===== config.mk =====
export PLATFORM = sky130hd
export DESIGN_NAME = adc_seq_accum
export DESIGN_NICKNAME = d
export VERILOG_FILES = /design/src/rtl/adc_seq_pkg.sv /design/src/rtl/adc_seq_timer.sv /design/src/rtl/adc_seq_acc.sv /design/src/rtl/adc_seq_ctrl.sv /design/src/rtl/adc_seq_accum.sv
export SDC_FILE = /design/constraint.sdc
export NUM_CORES = 1
export LEC_CHECK = 0
export ABC_AREA = 0
export BUFFER_PORTS_ARGS = -buffer_cell sky130_fd_sc_hd__buf_2
export CORE_ASPECT_RATIO = 0.5
export CORE_UTILIZATION = 40
export DETAILED_ROUTE_END_ITERATION = 16
export MAX_ROUTING_LAYER = met4
export PLACE_DENSITY_LB_ADDON = 0.1
export SYNTH_ARGS = -nofsm -noshare
export SYNTH_HDL_FRONTEND = slang
export SYNTH_SLANG_ARGS = --single-unit

===== constraint.sdc =====
create_clock -name clk -period 3 [get_ports clk]
set_input_delay 0.3 -clock clk [delete_from_list [all_inputs] [get_ports clk]]
set_output_delay 0.3 -clock clk [all_outputs]
set_load 0.1 [all_outputs]

===== src/rtl/adc_seq_pkg.sv =====
package adc_seq_pkg;

    typedef enum logic [1:0] {
        PH_IDLE   = 2'd0,
        PH_ASSIST = 2'd1,
        PH_SAMPLE = 2'd2,
        PH_CONV   = 2'd3
    } phase_e;

    function automatic int unsigned max_u(input int unsigned a, input int unsigned b);
        return (a > b) ? a : b;
    endfunction

endpackage


===== src/rtl/adc_seq_timer.sv =====
// Loadable down-counter that times the assist and sampling phases.
module adc_seq_timer #(
    parameter int W = 5
) (
    input  logic         clk,
    input  logic         rst_n,
    input  logic         load_i,
    input  logic [W-1:0] val_i,
    output logic         last_o
);

    logic [W-1:0] cnt_d, cnt_q;

    always_comb begin
        cnt_d = cnt_q;
        if (load_i) begin
            cnt_d = val_i;
        end else if (cnt_q != '0) begin
            cnt_d = cnt_q - W'(1);
        end
    end

    always_ff @(posedge clk or negedge rst_n) begin
        if (!rst_n) begin
            cnt_q <= '0;
        end else begin
            cnt_q <= cnt_d;
        end
    end

    // The phase ends on the cycle that holds the final count.
    assign last_o = (cnt_q == W'(1));

endmodule


===== src/rtl/adc_seq_acc.sv =====
// Sums the converter codes and stores the final sum.
module adc_seq_acc #(
    parameter int DATA_W = 12,
    parameter int ACC_W  = DATA_W + 2
) (
    input  logic              clk,
    input  logic              rst_n,
    input  logic              clr_i,
    input  logic              add_i,
    input  logic              fin_i,
    input  logic [DATA_W-1:0] data_i,
    output logic [ACC_W-1:0]  result_o,
    output logic              done_o
);

    typedef struct packed {
        logic [ACC_W-1:0] acc;
        logic [ACC_W-1:0] res;
        logic             done;
    } acc_t;

    acc_t q, d;
    logic [ACC_W-1:0] sum;

    always_comb begin
        sum    = q.acc + ACC_W'(data_i);
        d      = q;
        d.done = 1'b0;
        if (clr_i) begin
            d.acc = '0;
        end else if (add_i) begin
            d.acc = sum;
        end
        if (fin_i) begin
            d.res  = sum;
            d.done = 1'b1;
        end
    end

    always_ff @(posedge clk or negedge rst_n) begin
        if (!rst_n) begin
            q <= '0;
        end else begin
            q <= d;
        end
    end

    assign result_o = q.res;
    assign done_o   = q.done;

endmodule


===== src/rtl/adc_seq_ctrl.sv =====
// Phase state machine: assist -> sample -> convert, repeated per conversion.
module adc_seq_ctrl
    import adc_seq_pkg::*;
#(
    parameter int CH_W       = 4,
    parameter int ASSIST_W   = 4,
    parameter int ADD_W      = 2,
    parameter int TMR_W      = 5,
    parameter int SAMPLE_CYC = 30
) (
    input  logic                clk,
    input  logic                rst_n,
    input  logic                start_i,
    input  logic [CH_W-1:0]     chan_i,
    input  logic [ASSIST_W-1:0] assist_len_i,
    input  logic                assist_pol_i,
    input  logic [ADD_W-1:0]    add_cnt_i,
    input  logic                conv_done_i,
    input  logic                tmr_last_i,
    output logic                tmr_load_o,
    output logic [TMR_W-1:0]    tmr_val_o,
    output logic                acc_clr_o,
    output logic                acc_add_o,
    output logic                acc_fin_o,
    output phase_e              phase_o,
    output logic                pol_o,
    output logic [CH_W-1:0]     chan_o
);

    localparam logic [TMR_W-1:0] SAMPLE_VAL = TMR_W'(SAMPLE_CYC);

    typedef struct packed {
        phase_e              ph;
        logic [ADD_W-1:0]    rem;
        logic [CH_W-1:0]     chan;
        logic [ASSIST_W-1:0] len;
        logic                pol;
    } ctrl_t;

    ctrl_t q, d;

    always_comb begin
        d          = q;
        tmr_load_o = 1'b0;
        tmr_val_o  = '0;
        acc_clr_o  = 1'b0;
        acc_add_o  = 1'b0;
        acc_fin_o  = 1'b0;
        unique case (q.ph)
            PH_IDLE: begin
                if (start_i) begin
                    d.chan     = chan_i;
                    d.len      = assist_len_i;
                    d.pol      = assist_pol_i;
                    d.rem      = add_cnt_i;
                    acc_clr_o  = 1'b1;
                    tmr_load_o = 1'b1;
                    if (assist_len_i != '0) begin
                        d.ph      = PH_ASSIST;
                        tmr_val_o = TMR_W'(assist_len_i);
                    end else begin
                        d.ph      = PH_SAMPLE;
                        tmr_val_o = SAMPLE_VAL;
                    end
                end
            end
            PH_ASSIST: begin
                if (tmr_last_i) begin
                    d.ph       = PH_SAMPLE;
                    tmr_load_o = 1'b1;
                    tmr_val_o  = SAMPLE_VAL;
                end
            end
            PH_SAMPLE: begin
                if (tmr_last_i) begin
                    d.ph = PH_CONV;
                end
            end
            PH_CONV: begin
                if (conv_done_i) begin
                    acc_add_o = 1'b1;
                    if (q.rem == '0) begin
                        acc_fin_o = 1'b1;
                        d.ph      = PH_IDLE;
                    end else begin
                        d.rem      = q.rem - ADD_W'(1);
                        tmr_load_o = 1'b1;
                        if (q.len != '0) begin
                            d.ph      = PH_ASSIST;
                            tmr_val_o = TMR_W'(q.len);
                        end else begin
                            d.ph      = PH_SAMPLE;
                            tmr_val_o = SAMPLE_VAL;
                        end
                    end
                end
            end
            default: d.ph = PH_IDLE;
        endcase
    end

    always_ff @(posedge clk or negedge rst_n) begin
        if (!rst_n) begin
            q <= '{ph: PH_IDLE, default: '0};
        end else begin
            q <= d;
        end
    end

    assign phase_o = q.ph;
    assign pol_o   = q.pol;
    assign chan_o  = q.chan;

endmodule


===== src/rtl/adc_seq_accum.sv =====
module adc_seq_accum
    import adc_seq_pkg::*;
#(
    parameter int CH_W       = 4,
    parameter int ASSIST_W   = 4,
    parameter int DATA_W     = 12,
    parameter int SAMPLE_CYC = 30
) (
    input  logic                clk,
    input  logic                rst_n,
    input  logic                start_i,
    input  logic [CH_W-1:0]     chan_i,
    input  logic [ASSIST_W-1:0] assist_len_i,
    input  logic                assist_pol_i,
    input  logic [1:0]          add_cnt_i,
    input  logic [DATA_W-1:0]   conv_data_i,
    input  logic                conv_done_i,
    output logic                busy_o,
    output logic                assist_en_o,
    output logic                assist_hi_o,
    output logic                sample_o,
    output logic                convert_o,
    output logic [CH_W-1:0]     chan_o,
    output logic [DATA_W+1:0]   result_o,
    output logic                done_o
);

    localparam int ADD_W   = 2;
    localparam int ACC_W   = DATA_W + ADD_W;
    localparam int TMR_MAX = max_u(SAMPLE_CYC, (1 << ASSIST_W) - 1);
    localparam int TMR_W   = $clog2(TMR_MAX + 1);

    logic             tmr_load;
    logic [TMR_W-1:0] tmr_val;
    logic             tmr_last;
    logic             acc_clr, acc_add, acc_fin;
    logic             pol;
    phase_e           phase;

    adc_seq_ctrl #(
        .CH_W      (CH_W),
        .ASSIST_W  (ASSIST_W),
        .ADD_W     (ADD_W),
        .TMR_W     (TMR_W),
        .SAMPLE_CYC(SAMPLE_CYC)
    ) i_ctrl (
        .clk         (clk),
        .rst_n       (rst_n),
        .start_i     (start_i),
        .chan_i      (chan_i),
        .assist_len_i(assist_len_i),
        .assist_pol_i(assist_pol_i),
        .add_cnt_i   (add_cnt_i),
        .conv_done_i (conv_done_i),
        .tmr_last_i  (tmr_last),
        .tmr_load_o  (tmr_load),
        .tmr_val_o   (tmr_val),
        .acc_clr_o   (acc_clr),
        .acc_add_o   (acc_add),
        .acc_fin_o   (acc_fin),
        .phase_o     (phase),
        .pol_o       (pol),
        .chan_o      (chan_o)
    );

    adc_seq_timer #(
        .W(TMR_W)
    ) i_timer (
        .clk   (clk),
        .rst_n (rst_n),
        .load_i(tmr_load),
        .val_i (tmr_val),
        .last_o(tmr_last)
    );

    adc_seq_acc #(
        .DATA_W(DATA_W),
        .ACC_W (ACC_W)
    ) i_acc (
        .clk     (clk),
        .rst_n   (rst_n),
        .clr_i   (acc_clr),
        .add_i   (acc_add),
        .fin_i   (acc_fin),
        .data_i  (conv_data_i),
        .result_o(result_o),
        .done_o  (done_o)
    );

    assign busy_o      = (phase != PH_IDLE);
    assign assist_en_o = (phase == PH_ASSIST);
    assign assist_hi_o = (phase == PH_ASSIST) && pol;
    assign sample_o    = (phase == PH_SAMPLE);
    assign convert_o   = (phase == PH_CONV);

endmodule


======== After elaboration in Yosys (flattened, before gate mapping) ========
Cells that the tools add are included.
storage, ports and cells
  output and inout bits ................... 24
  register bits ........................... 47
  logic and storage cells ................. 67
  input port bits ......................... 27
operators by class
  add/sub/neg operators ................... 3
  reduce and logical (&&, ||, !) cells .... 13
  muxes and demuxes ....................... 33
  equality and inequality tests ........... 9
operator list
  operator                                                               number
  5-bit 2-to-1 mux                                                       8
  14-bit 2-to-1 mux                                                      2
  5-bit case mux with 3 select lines                                     1
  14-bit by 12-bit adder with 14-bit output                              1
  13-bit 2-to-1 mux                                                      1
  2-bit 2-to-1 mux                                                       6
  1-bit 2-to-1 mux                                                       11
  2-bit case mux with 4 select lines                                     1
  4-bit AND reduction                                                    2
  2-bit nonzero test                                                     4
  4-bit nonzero test                                                     2
  2-bit != test, second input constant                                   3
  5-bit by 1-bit equality test with 1-bit output, second input constant  1
  5-bit nonzero test                                                     1
  5-bit by 1-bit subtractor with 5-bit output, second input constant     1
  2-bit equality test, second input constant                             2
  2-bit logical NOT                                                      2
  4-bit 2-to-1 mux                                                       1
  2-bit by 1-bit != test with 1-bit output, second input constant        2
  2-bit case mux with 2 select lines                                     1
  1-bit case mux with 3 select lines                                     1
  2-bit by 1-bit equality test with 1-bit output, second input constant  1
  2-bit AND reduction                                                    1
  2-bit by 1-bit subtractor with 2-bit output, second input constant     1
  1-bit logical AND                                                      1

======== Logic depth before layout (Yosys ltp) ========
Gate-level depths: netlist (run 1).
  depth in word-level cells ............... 6
  gate-level depth with buffers ........... 8
  depth with buffers taken out ............ 8

======== Cells and area by module ========
A second synthesis (run 1) with hierarchy kept.
unflattened totals
  cell total of the unflattened synthesis .. 276
  area, all modules ....................... 2927.8 µm²
by module, submodules not included
  module         seq. area each (µm²)  cells each  area each (µm²)  instances
  adc_seq_acc    725.7                 174         1813.0           1
  adc_seq_ctrl   325.3                 68          773.2            1
  adc_seq_timer  125.1                 29          302.8            1
  adc_seq_accum  0.0                   5           38.8             1

======== Least setup slack after synthesis (run 1) ========
OpenSTA, ideal clock, no wires.
  path type ............................... register to output
  start ................................... register i_ctrl.q, in the netlist i_ctrl.phase_o[1]
  end ..................................... output assist_hi_o
  data arrival time ....................... 2882 ps
  required time ........................... 2700 ps
  slack ................................... -182 ps
  path buffers ............................ 1
  cell stages (with the launch flop) ...... 4
  path through ............................ dfrtp_1 > buf_4 > nor2b_1 > and2_1
on the way
  longest elaborated chain between the ends .. 2
ends and longest elaborated chain
  item                                            line                 text
  start, declared                                 adc_seq_ctrl.sv:40   ctrl_t q, d;
  start signal, assigned                          adc_seq_ctrl.sv:104  q <= '{ph: PH_IDLE, default: '0};
  start signal, assigned                          adc_seq_ctrl.sv:106  q <= d;
  2-bit by 1-bit equality test with 1-bit output  n/a
  named net assist_en_o                           adc_seq_accum.sv:19  output logic assist_en_o,
  1-bit logical AND                               adc_seq_accum.sv:92  assign assist_hi_o = (phase == PH_ASSIST) && pol;
  end, declared                                   adc_seq_accum.sv:20  output logic assist_hi_o,
The timed path passes the listed nets, and every way through them passes these cells.

======== Worst setup path after layout (run 1) ========
  start ................................... register i_acc.q[15] (netlist name)
  end ..................................... register i_acc.q[25] (netlist name)
on the way
  longest elaborated chain between the ends .. 3
ends and longest elaborated chain
  item                                       line               text
  start, declared                            adc_seq_acc.sv:22  acc_t q, d;
  start signal, assigned                     adc_seq_acc.sv:42  q <= '0;
  start signal, assigned                     adc_seq_acc.sv:44  q <= d;
  14-bit by 12-bit adder with 14-bit output  adc_seq_acc.sv:26  sum = q.acc + ACC_W'(data_i);
  14-bit 2-to-1 mux                          adc_seq_acc.sv:31  end else if (add_i) begin
  14-bit 2-to-1 mux                          adc_seq_acc.sv:29  if (clr_i) begin
No other way between the ends. The select of a mux whose other input is x is not followed.
A chain may end at the register's enable or synchronous reset.

==> results of run 1 <==
layer usage:
metal	wire, µm	global-route usage	share of wire
met5	0	-	0
met4	80	0.0518	0.012
met3	264	0.0447	0.041
met2	2770	0.284	0.43
met1	3380	0.268	0.52
logic make-up after synthesis:
logic type                 after synthesis  share of synthesized area
xor gates and xnor gates                 8                     0.0240
and+or+nand+nor                         94                      0.162
adders and majority gates               17                     0.0754
muxes                                    9                     0.0347
DFF                                     47                      0.403
AOI/OAI and AO/OA                       91                      0.216
buffers and inverters                   42                     0.0844
final timing paths:
path,end,start,slack [ns]
min in group clk,i_ctrl.chan_o[2]$_DFFE_PN0P_,chan_i[2],0.24
max in group asynchronous,i_acc.result_o[7]$_DFFE_PN0P_,rst_n,2.13
min reg2reg,i_acc.result_o[0]$_DFFE_PN0P_,i_acc.result_o[0]$_DFFE_PN0P_,0.47
min,i_ctrl.pol_o$_DFFE_PN0P_,rst_n,0.19
max reg2reg,i_acc.q[25]$_DFFE_PN0P_,i_acc.q[15]$_DFFE_PN0P_,0.82
max,i_acc.q[25]$_DFFE_PN0P_,i_acc.q[15]$_DFFE_PN0P_,0.82
flip-flops by register name, indices dropped and copies added, names as in the netlist:
name            count
i_acc.result_o     14
i_ctrl.q            6
i_ctrl.phase_o      2
i_acc.done_o        1
i_ctrl.pol_o        1
i_timer.cnt_q       5
i_acc.q            14
i_ctrl.chan_o       4
cell type report:
class                   count  area [µm²]  share of cell area
inverters                  15        56.3              0.0172
well taps                  92         115              0.0351
multi-input cells         219        1500               0.458
repair buffers             53         273              0.0832
clock buffers               8         156              0.0477
flip-flops and latches     47        1180               0.359
synth_stat cells, types with 3 or more instances:
master,instances,area share
a31o_2,3,0.0090
nor4_1,3,0.0064
a211oi_1,3,0.0077
nand3_1,8,0.014
o211ai_1,6,0.015
xor2_1,5,0.015
and2_1,4,0.0086
and3_2,3,0.0077
nor2_1,8,0.010
a21o_1,3,0.0077
o31ai_1,7,0.018
xnor2_1,3,0.0090
nor3_1,5,0.0086
buf_4,19,0.049
a32oi_1,4,0.012
nand2_1,40,0.051
a21oi_1,15,0.026
o21ai_0,26,0.045
dfrtp_1,47,0.40
nor2b_1,4,0.0086
buf_2,5,0.0086
ha_1,16,0.069
nand2b_1,3,0.0064
inv_1,15,0.019
mux2_2,9,0.035
nand4_1,3,0.0064
per-stage QoR:
stage	area, µm²	setup slack, ns	util	hold WS [ns]
floorplan	2920	0.421	-	0.00441
finish	3280	0.824	0.478	0.192
detailed placement	3120	0.796	0.455	0.459
global route	3280	0.655	0.478	0.240
global placement	3120	0.836	0.455	0.453
CTS	3280	0.807	0.478	0.233
worst reg2reg max path, stage by stage, from the launching register on:
cell and delay, ns:
dfrtp_1 0.35, ha_1 0.16, inv_1 0.05, fa_1 0.40, nand2b_1 0.19, a21o_1 0.23
a211oi_1 0.27, o21ai_0 0.15, a32o_1 0.26
==> results.yml, run 1 <==
outcome:
  status: "complete, no violations"
synth:
  netlist_area_mm2: 0.00292
  ys_async_sr_fraction: 1.00
  synth_ff_type: "dfrtp_1"
  synth_cells: 308
  postSynthAreaPerCell_um2: 9.48
  synth_cell_types: 61
  syn-num-nets: 352
  synth_edf_count: 0
  ys_seq_area_frac: 0.403
  synth-seq-cells: 47
  yosys_warnings: 0
setup_path:
  slowest_stage: "fa_1"
  crit_path_start_kind: "flip-flop"
  rr_worst_depth: 8
  critPathMaxStageDelay_ns: 0.40
  crit_fanout: 5
  crit_required_ns: 3.18
  crit_chain: "ha_1, inv_1, fa_1, nand2b_1, a21o_1, a211oi_1, o21ai_0, a32o_1"
  cp.depth: 8
  setup.worst_path.end_class: "flip-flop"
  path_class: "reg2reg"
  crit_family: "compound AO/OA/AOI/OAI gates"
  cp.buffers_inverters: 1
  arrival_ns: 2.35
cells_and_area:
  final_net_count: 385
  n_fill_cell: 665
  layout_commonest_cell: "buf_2"
  layout_common_cells: "buf_2, dfrtp_1, nand2_1"
  area_growth_pct: 12.2
  drive_gt1_frac: 0.260
  fin_cells: 434
  diodes: 0
timing:
  final_hold_viol_count: 0
  setup_viol: 0
  slew_violations: 0
  period_share: 0.725
  rsz0062_at_grt: "no"
  clock-skew-final_ns: 0.00376
  worstMarginPinSlew_ns: 1.07
  fin_crit_ns: 2.18
  fmax_mhz: 460
  tns_ns: 0
  relSlewSlack: 0.287
clock_network:
  clock-sinks: 47
  cts_tree: "done"
  postCtsSetupBuffers: 0
  h-tree-depth: 2
  holdBufCountCts: 0
  cts_resized: 0
  cts_root_buffer: "clkbuf_16"
  cts_made_buffers: 5
  clock_latency_ns: 0.29
  cts_max_path_buffers: 2
  clkTransAtPathRegs_ns: 0.06
place:
  dp_hpwl_um: 4690
  portBuffers: 50
  place_inst: 426
  gp_congestion: 0.841
routing:
  finalWirelength_um: 6490
  first_iter_violations: 77
  drc: 0
  viasPerCell: 5.35
  wire_per_inst_um: 15.0
  drt_pre_antenna_iters: 6
  ant_nets: 0
  via_count: 2324
floorplanning:
  die_h_um: 62.4
  die_w_um: 123
  initial_core_util: 0.426
  core_mm2: 0.00686
  rows: 21
  dieArea_mm2: 0.00767
  ios: 51
job:
  cap_violations: 0
worst_hold_path:
  hp-class: "in2async"
global_route:
  antenna_found_initial: 0
  grt_pass1_wl_um: 11200
  grt_max_degree: 48
  grt_remaining_overflow: 0
  grt_use_total: 0.194
  grt_pass1_vias: 2368
Power of run 1 is not shown: default switching activity piles up to over one toggle a cycle in this logic, so the estimate is an artifact.
==> inputs of run 2 (changes only) <==
--- a/config.mk
+++ b/config.mk
@@ -5,7 +5,7 @@
 export SDC_FILE = /design/constraint.sdc
 export NUM_CORES = 1
 export LEC_CHECK = 0
-export ABC_AREA = 0
+export ABC_AREA = 1
 export BUFFER_PORTS_ARGS = -buffer_cell sky130_fd_sc_hd__buf_2
 export CORE_ASPECT_RATIO = 0.5
 export CORE_UTILIZATION = 40
==> constraint.sdc (replaced) <==
create_clock -name clk -period 1.94 [get_ports clk]
set_input_delay 0.194 -clock clk [delete_from_list [all_inputs] [get_ports clk]]
set_output_delay 0.194 -clock clk [all_outputs]
set_load 0.1 [all_outputs]
==> run 2 against run 1 <==
Effect of this change: non-clock buffer count increased by 2; wire length increased by 4.2%; final cell count increased by 28%; utilization decreased by 0.51 points; global-route usage decreased by 0.42 points; area after synthesis increased by 6.5%; worst setup slack got worse by 0.69 ns; critical path type is now reg2out; critical endpoint is now assist_hi_o.
==> results.yml, run 2 <==
synth:
  yosys_warnings: 0
  netlist_top_cells_area: "dfrtp_1, nand2_1, inv_1, ha_1, nand3_1"
  yosys-top-cells-count: "nand2_1, inv_1, dfrtp_1"
  ys_async_sr_fraction: 1.00
  synth_ff_type: "dfrtp_1"
  synth_cell_types: 33
  postSynthAreaPerCell_um2: 7.40
  syn-num-nets: 464
  synth_most_common_cell: "nand2_1"
  synth_area_leader_cell: "dfrtp_1"
  synth.top_cell.area_share: 0.378
  ys_seq_area_frac: 0.378
  netlist_area_mm2: 0.00311
  synth-seq-cells: 47
  synth_cells: 420
  synth_edf_count: 0
routing:
  route.met3.wl_um: 208
  first_iter_violations: 115
  ant_nets: 0
  dr_wl_met2_um: 2980
  wl_met1_um: 3530
  drt_pre_antenna_iters: 4
  via_count: 2546
  wire_per_inst_um: 12.2
  top_layer_used: "met4"
  finalWirelength_um: 6760
  drc: 0
  viasPerCell: 4.60
cells_and_area:
  layout_commonest_cell: "nand2_1"
  layout_common_cells: "nand2_1, inv_1, buf_2"
  n_fill_cell: 800
  drive_gt1_frac: 0.181
  diodes: 0
  final_net_count: 502
  area_growth_pct: 13.0
setup_path:
  slowest_stage: "dfrtp_1"
  crit_family: "buffers and inverters"
  arrival_ns: 1.62
  critPathMaxStageDelay_ns: 0.45
  path_class: "reg2out"
  crit_chain: "inv_1, nor2_4, inv_2, nor2_2, buf_2"
  setup.worst_path.end_class: "output port"
  crit_fanout: 5
  crit_path_start_kind: "flip-flop"
  cp.buffers_inverters: 3
  crit_required_ns: 1.75
place:
  dp_hpwl_um: 5210
  portBuffers: 50
  gp_congestion: 0.872
  pre_cts_slack_ns: 0.137
timing:
  final_hold_viol_count: 0
  period_share: 0.933
  fmax_mhz: 553
  fin_crit_ns: 1.81
  worstMarginPinSlew_ns: 0.642
  clock-skew-final_ns: 0.00645
  relSlewSlack: 0.572
  layout_setup_ws_ns: 0.131
  slew_violations: 0
  rsz0062_at_grt: "no"
  setup_viol: 0
global_route:
  grt_pass1_wl_um: 11600
  grt_remaining_overflow: 0
  grt_use_total: 0.190
  grt_pass1_vias: 2499
  antenna_found_initial: 0
  grt_max_degree: 26
clock_network:
  cts_made_buffers: 5
  cts_tree: "done"
  h-tree-depth: 2
  cts_root_buffer: "clkbuf_16"
  cts_max_path_buffers: 2
  clock_latency_ns: 0.29
  clkTransAtPathRegs_ns: 0.06
  clock-sinks: 47
floorplanning:
  ios: 51
  rows: 22
  core_mm2: 0.00743
  dieArea_mm2: 0.00815
  die_h_um: 64.3
  die_w_um: 127
  initial_core_util: 0.418
worst_hold_path:
  hp-class: "in2reg"
job:
  cap_violations: 0
outcome:
  status: "complete, no violations"
-- run 2: changes by cell type after synthesis, sizes merged, moves of 9 or more --
cell	before	now
inv	15	62
mux2	9	0
nand2	41	149
nand3	8	34
nor2	8	32
o21ai	28	17
-- run 2: cell type report --
type / instances / area, µm² / share of cell area
multi-input combinational: 287 / 1510 / 0.431
inverter: 62 / 238 / 0.0677
tap: 96 / 120 / 0.0342
sequential: 47 / 1180 / 0.335
timing repair buffer: 55 / 303 / 0.0862
clock inverter: 2 / 37.5 / 0.0107
clock buffer: 5 / 125 / 0.0356
-- run 2: worst register-to-register path, cell delays in order (launching register included) --
cell and delay, ns:
dfrtp_1 0.35, ha_2 0.19, inv_1 0.05, fa_1 0.40, inv_1 0.09, nand3_1 0.08, nand3_2 0.12, nand3_1 0.11
nand3_1 0.08, nand2_1 0.06, nand3_1 0.07, nand2_1 0.05
-- run 2: cells by family after synthesis --
kind of cell	share of synthesized area
xor gates and xnor gates	0.0254
DFF	0.378
buffers and inverters	0.140
and+or+nand+nor	0.318
AOI/OAI and AO/OA	0.0680
adders and majority gates	0.0708
-- run 2: per-stage QoR --
stage / setup TNS, ns / cell area (µm²) / instances / utilization / hold WS, ns
floorplan: -0.524 / 3120 / 420 / - / -0.102
global placement: 0 / 3330 / 546 / 0.448 / 0.250
detailed placement: 0 / 3330 / 546 / 0.448 / 0.250
CTS: 0 / 3510 / 554 / 0.472 / 0.0926
global route: 0 / 3510 / 554 / 0.473 / 0.111
finish: 0 / 3510 / 554 / 0.473 / 0.0983
-- run 2: final timing paths --
| path | cells past startpoint | slack, ns | end | from |
|---|---|---|---|---|
| max | 5 | 0.13 | assist_hi_o | i_ctrl.phase_o[0]$_DFFE_PN0P_ |
| min | 3 | 0.1 | i_ctrl.chan_o[3]$_DFFE_PN0P_ | chan_i[3] |
| max reg2reg | 11 | 0.19 | i_acc.q[27]$_DFFE_PN0P_ | i_acc.q[15]$_DFFE_PN0P_ |
| min reg2reg | 2 | 0.48 | i_acc.result_o[5]$_DFFE_PN0P_ | i_acc.result_o[5]$_DFFE_PN0P_ |
| max in group asynchronous | 3 | 0.92 | i_timer.cnt_q[3]$_DFFE_PN0P_ | rst_n |
| min in group asynchronous | 2 | 0.46 | i_acc.q[25]$_DFFE_PN0P_ | rst_n |
-- run 2: routing by layer --
layer  vias to the layer above  global-route usage
li1                       1373                   -
met3                         7              0.0436
met5                         -                   -
met1                      1139               0.244
met4                         0              0.0402
met2                        27               0.307
-- run 2: repair_timing --
item / CTS / global route
endpoints found under the setup margin: 0 / 6
gates resized for setup: 0 / 2
hold buffers: 1 / 0
buffers inserted: 0 / 0
endpoints found under the hold margin: 24 / 0
Power of run 2 is left out for the same reason.
